[src/rtl/rat_pkg.sv]
package rat_pkg;

    // Default geometry of the rename table
    localparam int RAT_REGS   = 8;
    localparam int RAT_DATA_W = 16;
    localparam int RAT_TAGS   = 8;

    // Where a source read obtained its answer
    typedef enum logic [1:0] {
        SRC_TABLE  = 2'd0,
        SRC_BYPASS = 2'd1,
        SRC_WAIT   = 2'd2
    } src_kind_e;

    // A pending entry captures a broadcast only if it still expects that tag
    function automatic logic snoop_hit(input logic bus_valid,
                                       input logic ent_ready,
                                       input logic tag_equal);
        return bus_valid && !ent_ready && tag_equal;
    endfunction

endpackage

[src/rtl/rat_tag_pool.sv]
module rat_tag_pool
    import rat_pkg::*;
#(
    parameter int TAGS  = RAT_TAGS,
    parameter int TAG_W = $clog2(TAGS)
) (
    input  logic             clk,
    input  logic             rst,
    input  logic             take,
    input  logic             give_valid,
    input  logic [TAG_W-1:0] give_tag,
    output logic             has_free,
    output logic [TAG_W-1:0] grant_tag,
    output logic [TAGS-1:0]  free_mask
);

    logic [TAGS-1:0] free_nxt;

    // Lowest-numbered free tag: scan downward so the lowest set bit wins
    always_comb begin
        grant_tag = '0;
        for (int i = TAGS - 1; i >= 0; i--) begin
            if (free_mask[i]) begin
                grant_tag = TAG_W'(i);
            end
        end
    end

    assign has_free = |free_mask;

    always_comb begin
        free_nxt = free_mask;
        if (take) begin
            free_nxt[grant_tag] = 1'b0;
        end
        if (give_valid) begin
            free_nxt[give_tag] = 1'b1;
        end
    end

    always_ff @(posedge clk) begin
        if (rst) begin
            free_mask <= '1;
        end else begin
            free_mask <= free_nxt;
        end
    end

endmodule

[src/rtl/rat_entry.sv]
module rat_entry
    import rat_pkg::*;
#(
    parameter int DATA_W = RAT_DATA_W,
    parameter int TAG_W  = $clog2(RAT_TAGS)
) (
    input  logic              clk,
    input  logic              rst,
    input  logic              ren_hit,
    input  logic [TAG_W-1:0]  new_tag,
    input  logic              bc_valid,
    input  logic [TAG_W-1:0]  bc_tag,
    input  logic [DATA_W-1:0] bc_value,
    output logic              q_valid,
    output logic [DATA_W-1:0] q_value,
    output logic [TAG_W-1:0]  q_tag
);

    logic wake;

    assign wake = snoop_hit(bc_valid, q_valid, bc_tag == q_tag);

    // Rename has priority over a same-cycle wakeup of the old producer
    always_ff @(posedge clk) begin
        if (rst) begin
            q_valid <= 1'b1;
            q_value <= '0;
            q_tag   <= '0;
        end else if (ren_hit) begin
            q_valid <= 1'b0;
            q_tag   <= new_tag;
        end else if (wake) begin
            q_valid <= 1'b1;
            q_value <= bc_value;
        end
    end

endmodule

[src/rtl/rat_src_port.sv]
module rat_src_port
    import rat_pkg::*;
#(
    parameter int DATA_W = RAT_DATA_W,
    parameter int TAG_W  = $clog2(RAT_TAGS)
) (
    input  logic              ent_valid,
    input  logic [DATA_W-1:0] ent_value,
    input  logic [TAG_W-1:0]  ent_tag,
    input  logic              bc_valid,
    input  logic [TAG_W-1:0]  bc_tag,
    input  logic [DATA_W-1:0] bc_value,
    output logic              rd_ready,
    output logic [DATA_W-1:0] rd_value,
    output logic [TAG_W-1:0]  rd_tag
);

    src_kind_e kind;

    always_comb begin
        if (ent_valid) begin
            kind = SRC_TABLE;
        end else if (snoop_hit(bc_valid, ent_valid, bc_tag == ent_tag)) begin
            kind = SRC_BYPASS;
        end else begin
            kind = SRC_WAIT;
        end
    end

    always_comb begin
        rd_tag = ent_tag;
        unique case (kind)
            SRC_TABLE: begin
                rd_ready = 1'b1;
                rd_value = ent_value;
            end
            SRC_BYPASS: begin
                rd_ready = 1'b1;
                rd_value = bc_value;
            end
            default: begin
                rd_ready = 1'b0;
                rd_value = ent_value;
            end
        endcase
    end

endmodule

[src/rtl/rat_rename_table.sv]
module rat_rename_table
    import rat_pkg::*;
#(
    parameter int REGS   = RAT_REGS,
    parameter int DATA_W = RAT_DATA_W,
    parameter int TAGS   = RAT_TAGS,
    localparam int AREG_W = $clog2(REGS),
    localparam int TAG_W  = $clog2(TAGS)
) (
    input  logic              clk,
    input  logic              rst,
    input  logic              ren_valid,
    input  logic              rs_avail,
    input  logic [AREG_W-1:0] ren_dst,
    input  logic [AREG_W-1:0] src_a_idx,
    input  logic [AREG_W-1:0] src_b_idx,
    input  logic              bc_valid,
    input  logic [TAG_W-1:0]  bc_tag,
    input  logic [DATA_W-1:0] bc_value,
    output logic              ren_fire,
    output logic [TAG_W-1:0]  ren_tag,
    output logic              src_a_ready,
    output logic [DATA_W-1:0] src_a_value,
    output logic [TAG_W-1:0]  src_a_tag,
    output logic              src_b_ready,
    output logic [DATA_W-1:0] src_b_value,
    output logic [TAG_W-1:0]  src_b_tag
);

    localparam int NUM_SRC = 2;

    logic              ent_valid [REGS];
    logic [DATA_W-1:0] ent_value [REGS];
    logic [TAG_W-1:0]  ent_tag   [REGS];

    logic              has_free;
    logic [TAG_W-1:0]  grant_tag;
    logic [TAGS-1:0]   free_mask;

    logic [AREG_W-1:0] rd_idx   [NUM_SRC];
    logic              rd_ready [NUM_SRC];
    logic [DATA_W-1:0] rd_value [NUM_SRC];
    logic [TAG_W-1:0]  rd_tag   [NUM_SRC];

    assign ren_fire = ren_valid && rs_avail && has_free;
    assign ren_tag  = grant_tag;

    rat_tag_pool #(
        .TAGS (TAGS),
        .TAG_W(TAG_W)
    ) u_pool (
        .clk       (clk),
        .rst       (rst),
        .take      (ren_fire),
        .give_valid(bc_valid),
        .give_tag  (bc_tag),
        .has_free  (has_free),
        .grant_tag (grant_tag),
        .free_mask (free_mask)
    );

    for (genvar r = 0; r < REGS; r++) begin : g_ent
        logic hit;
        assign hit = ren_fire && (ren_dst == AREG_W'(r));
        rat_entry #(
            .DATA_W(DATA_W),
            .TAG_W (TAG_W)
        ) u_ent (
            .clk     (clk),
            .rst     (rst),
            .ren_hit (hit),
            .new_tag (grant_tag),
            .bc_valid(bc_valid),
            .bc_tag  (bc_tag),
            .bc_value(bc_value),
            .q_valid (ent_valid[r]),
            .q_value (ent_value[r]),
            .q_tag   (ent_tag[r])
        );
    end

    assign rd_idx[0] = src_a_idx;
    assign rd_idx[1] = src_b_idx;

    // Reads use the table state before this cycle's rename lands
    for (genvar s = 0; s < NUM_SRC; s++) begin : g_src
        rat_src_port #(
            .DATA_W(DATA_W),
            .TAG_W (TAG_W)
        ) u_port (
            .ent_valid(ent_valid[rd_idx[s]]),
            .ent_value(ent_value[rd_idx[s]]),
            .ent_tag  (ent_tag[rd_idx[s]]),
            .bc_valid (bc_valid),
            .bc_tag   (bc_tag),
            .bc_value (bc_value),
            .rd_ready (rd_ready[s]),
            .rd_value (rd_value[s]),
            .rd_tag   (rd_tag[s])
        );
    end

    assign src_a_ready = rd_ready[0];
    assign src_a_value = rd_value[0];
    assign src_a_tag   = rd_tag[0];
    assign src_b_ready = rd_ready[1];
    assign src_b_value = rd_value[1];
    assign src_b_tag   = rd_tag[1];

endmodule

[config.mk]
export PLATFORM = sky130hd
export DESIGN_NAME = rat_rename_table
export DESIGN_NICKNAME = d
export VERILOG_FILES = /design/src/rtl/rat_pkg.sv /design/src/rtl/rat_tag_pool.sv /design/src/rtl/rat_entry.sv /design/src/rtl/rat_src_port.sv /design/src/rtl/rat_rename_table.sv
export SDC_FILE = /design/constraint.sdc
export NUM_CORES = 1
export LEC_CHECK = 0
export ABC_CLOCK_PERIOD_IN_PS = 2700
export BUFFER_PORTS_ARGS = -buffer_cell sky130_fd_sc_hd__buf_2
export CORE_ASPECT_RATIO = 0.8
export CORE_MARGIN = 2
export CORE_UTILIZATION = 61
export DETAILED_ROUTE_END_ITERATION = 8
export PLACE_DENSITY = 0.81
export SYNTH_ARGS = -nofsm -noshare
export SYNTH_HDL_FRONTEND = slang
export SYNTH_SLANG_ARGS = --single-unit
[constraint.sdc]
create_clock -name clk -period 2.7 [get_ports clk]
set_clock_uncertainty 0.2 [all_clocks]
set_input_delay 0.135 -clock clk [delete_from_list [all_inputs] [get_ports clk]]
set_output_delay 0.135 -clock clk [all_outputs]
set_load 0.02 [all_outputs]
==> flow_summary.yaml <==
outcome:
  status: "complete, but fails checks"
  violations: "negative setup slack"
pwr:
  power_uw: 5580
  ir_drop_v: 0.000530
  leakagePower_uw: 0.00498
  cellPowerDensity_mw_per_mm2: 481
critical_path:
  cp-end-kind: "output pin"
  path_max_fanout: 8
  cpPeakStageDelay_ps: 530
  path_delay_family: "multiplexers"
  crit_slowest_cell: "mux4_2"
  arrival_ps: 2670
  crit_type: "reg2out"
  cp_cell_sequence: "mux2i_1 > mux4_2 > xor2_2 > and3_1 > and3_4 > buf_12 > mux2_4 > buf_6"
  critPathRequiredTime_ps: 2370
  critPathBufInv: 2
  critPathLaunchType: "register"
synth:
  synthTopCellsByCount: "mux2i_1 (172), dfxtp_1 (168), nor2_1 (161), mux4_2 (71), mux2_2 (48)"
  netlist.area_leader.share_pct: 35.2
  synth-main-ff-cell: "dfxtp_1"
  seq_area_frac_synth_pct: 35.2
  ys_warn_count: 0
  avgSynthCellArea_um2: 11.0
  yosysTopAreaCell: "dfxtp_1"
  synth-edff-count: 0
  syn_area_mm2: 0.00956
  synth_area_leaders: "dfxtp_1 (35%), mux2i_1 (18%), mux4_2 (17%)"
  async_reset_ff_share_pct: 0
  synth_nets: 902
  syn_inst: 869
  synth_most_common_cell: "mux2i_1"
  ys_seq_elements: 168
  synth_cell_types: 49
layout:
  nets: 993
  post-route-util_pct: 76.6
  drive_gt1_share_pct: 36.3
  antennaDiodeCount: 0
  area_delta_synth_final_pct: 21.4
die:
  start_util_pct: 63.1
  coreArea_mm2: 0.0152
  die-area_mm2: 0.0167
  io_pins: 77
  rows: 40
  fp.dieW_um: 144
  die_y_um: 116
global_route:
  antenna_found_initial: 0
  grt-ovfl-total: 0
  grt_max_degree: 74
  grt_pass1_vias: 7212
  grt_first_pass_wirelength_um: 39600
  grt_use_total_pct: 31.4
route:
  drt_iter0_drc: 687
  vias: 7257
  antenna_left: 0
  wl_per_cell_um: 21.0
  wl_um: 24800
  drc_errors: 0
  dr.pass1.iters: 7
  vias_per_cell: 6.13
placed_design:
  place_congestion: 0.874
  port_buffers: 76
  hpwl_um: 14800
sta:
  fmax_mhz: 333
  timing.slew.headroom_pct: 45.9
  hold_viol_final: 0
  rsz0062_at_grt: "true"
  setup_tns_ps: -8170
  period_share_pct: 111
  period_minus_slack_ps: 3000
  worst_pin_slew_ps: 812
  fin_ws_ps: -300
  drv_slew: 0
  setup_viol: 32
hold_path:
  hp-class: "in2reg"
clock_network:
  clk_latency_ps: 430
  cts_sinks: 168
  clkTransAtPathRegs_ps: 60
  cts_buffer_depth: 2
  htreeDepth: 4
  cts_buffers: 17
  cts_tree: "done"
  cts-root-buf: "clkbuf_16"
run:
  maxCapViolCount: 0
power by group:
| group | internal, uW | switching (uW) |
|---|---|---|
| Sequential | 2480 | 9.64 |
| Clock | 1610 | 1010 |
| Combinational | 186 | 277 |
state kept, by name, summed over array words and instances, names as in the netlist:
| signal | count |
|---|---|
| g_ent.u_ent.q_valid | 8 |
| u_pool.free_mask | 8 |
| g_ent.u_ent.q_tag | 24 |
| g_ent.u_ent.q_value | 128 |
layout by cell type (no fill, tap or decap), types with 3 or more instances in the layout:
master,n
mux2i_1,168
nor2_1,161
dfxtp_1,156
mux4_2,71
buf_4,51
buf_2,43
mux2_2,36
mux2_4,32
buf_6,32
dlygate4sd3_1,21
clkbuf_16,17
xor2_1,16
nand2_1,12
nor3_1,11
dfxtp_2,11
nand3b_1,10
xnor2_1,9
buf_12,9
o21ai_0,6
a21oi_1,6
nand2b_1,6
inv_1,6
nor2b_1,6
clkbuf_8,6
o21bai_1,5
nor2b_2,4
nand2_2,4
mux2i_2,4
a31oi_1,3
nand3_1,3
xor2_2,3
bufinv_16,3
metrics by stage:
step | cell area, um^2 | hold slack, ps | instances | setup WS (ps)
2_1_floorplan | 9560 | 136 | 869 | 290
3_3_place_gp | 10300 | 278 | 1122 | -97.1
3_5_place_dp | 10300 | 277 | 1122 | -146
4_1_cts | 11500 | 16.0 | 1181 | -251
5_1_grt | 11600 | 44.3 | 1183 | -334
6_report | 11600 | 36.7 | 1183 | -300
worst reg2reg max path, stage by stage, from the launching register on:
cell,delay [ps]
dfxtp_1,490
nor4_4,120
a211oi_4,460
nand2_1,260
nand2_2,110
buf_4,350
mux2i_1,310
nor2_1,80
kinds of logic after synthesis:
kind of cell	Yosys count	share of synthesized area [%]
simple gates	233	11.1
buf+inv	92	4.89
xor+xnor	30	2.75
compound gates	35	2.60
flops	168	35.2
mux	311	43.5
cell type report:
type                       count  area (um^2)
clock inverter                 9          136
sequential                   168         3380
multi-input combinational    609         5900
inverter                       6         22.5
clock buffer                  23          508
timing repair buffer         158         1400
fill                         924         3550
tap                          210          263
routing by layer:
layer	share of wire (%)	global-route usage [%]	vias up
met5	0	0	-
met4	1.8	11.4	0
met3	7.4	6.40	41
met2	47	49.9	295
met1	44	43.3	3621
li1	-	-	3300
repair_timing:
| item | in CTS | in global routing |
|---|---|---|
| setup endpoints to repair | 94 | 64 |
| endpoints found under the hold margin | 135 | 0 |
| buffers inserted | 4 | 2 |
| cloned | 2 | 0 |
| resized for setup | 96 | 17 |
| pin swaps | 2 | 2 |
| hold buffers | 21 | 0 |
path summary, 6_finish.rpt:
check	startpoint	end	slack, ps	cells after the start
worst max register to register	u_pool.free_mask[0]	g_ent[4].u_ent.q_value[6]	210	7
worst max-delay path	g_ent[5].u_ent.q_tag[2]	src_b_value[4]	-300	8
worst min register to register	g_ent[0].u_ent.q_tag[2]	g_ent[0].u_ent.q_tag[2]	310	2
worst min-delay path	ren_dst[0]	g_ent[7].u_ent.q_tag[2]	40	4
(Power assumes the default switching activity.)
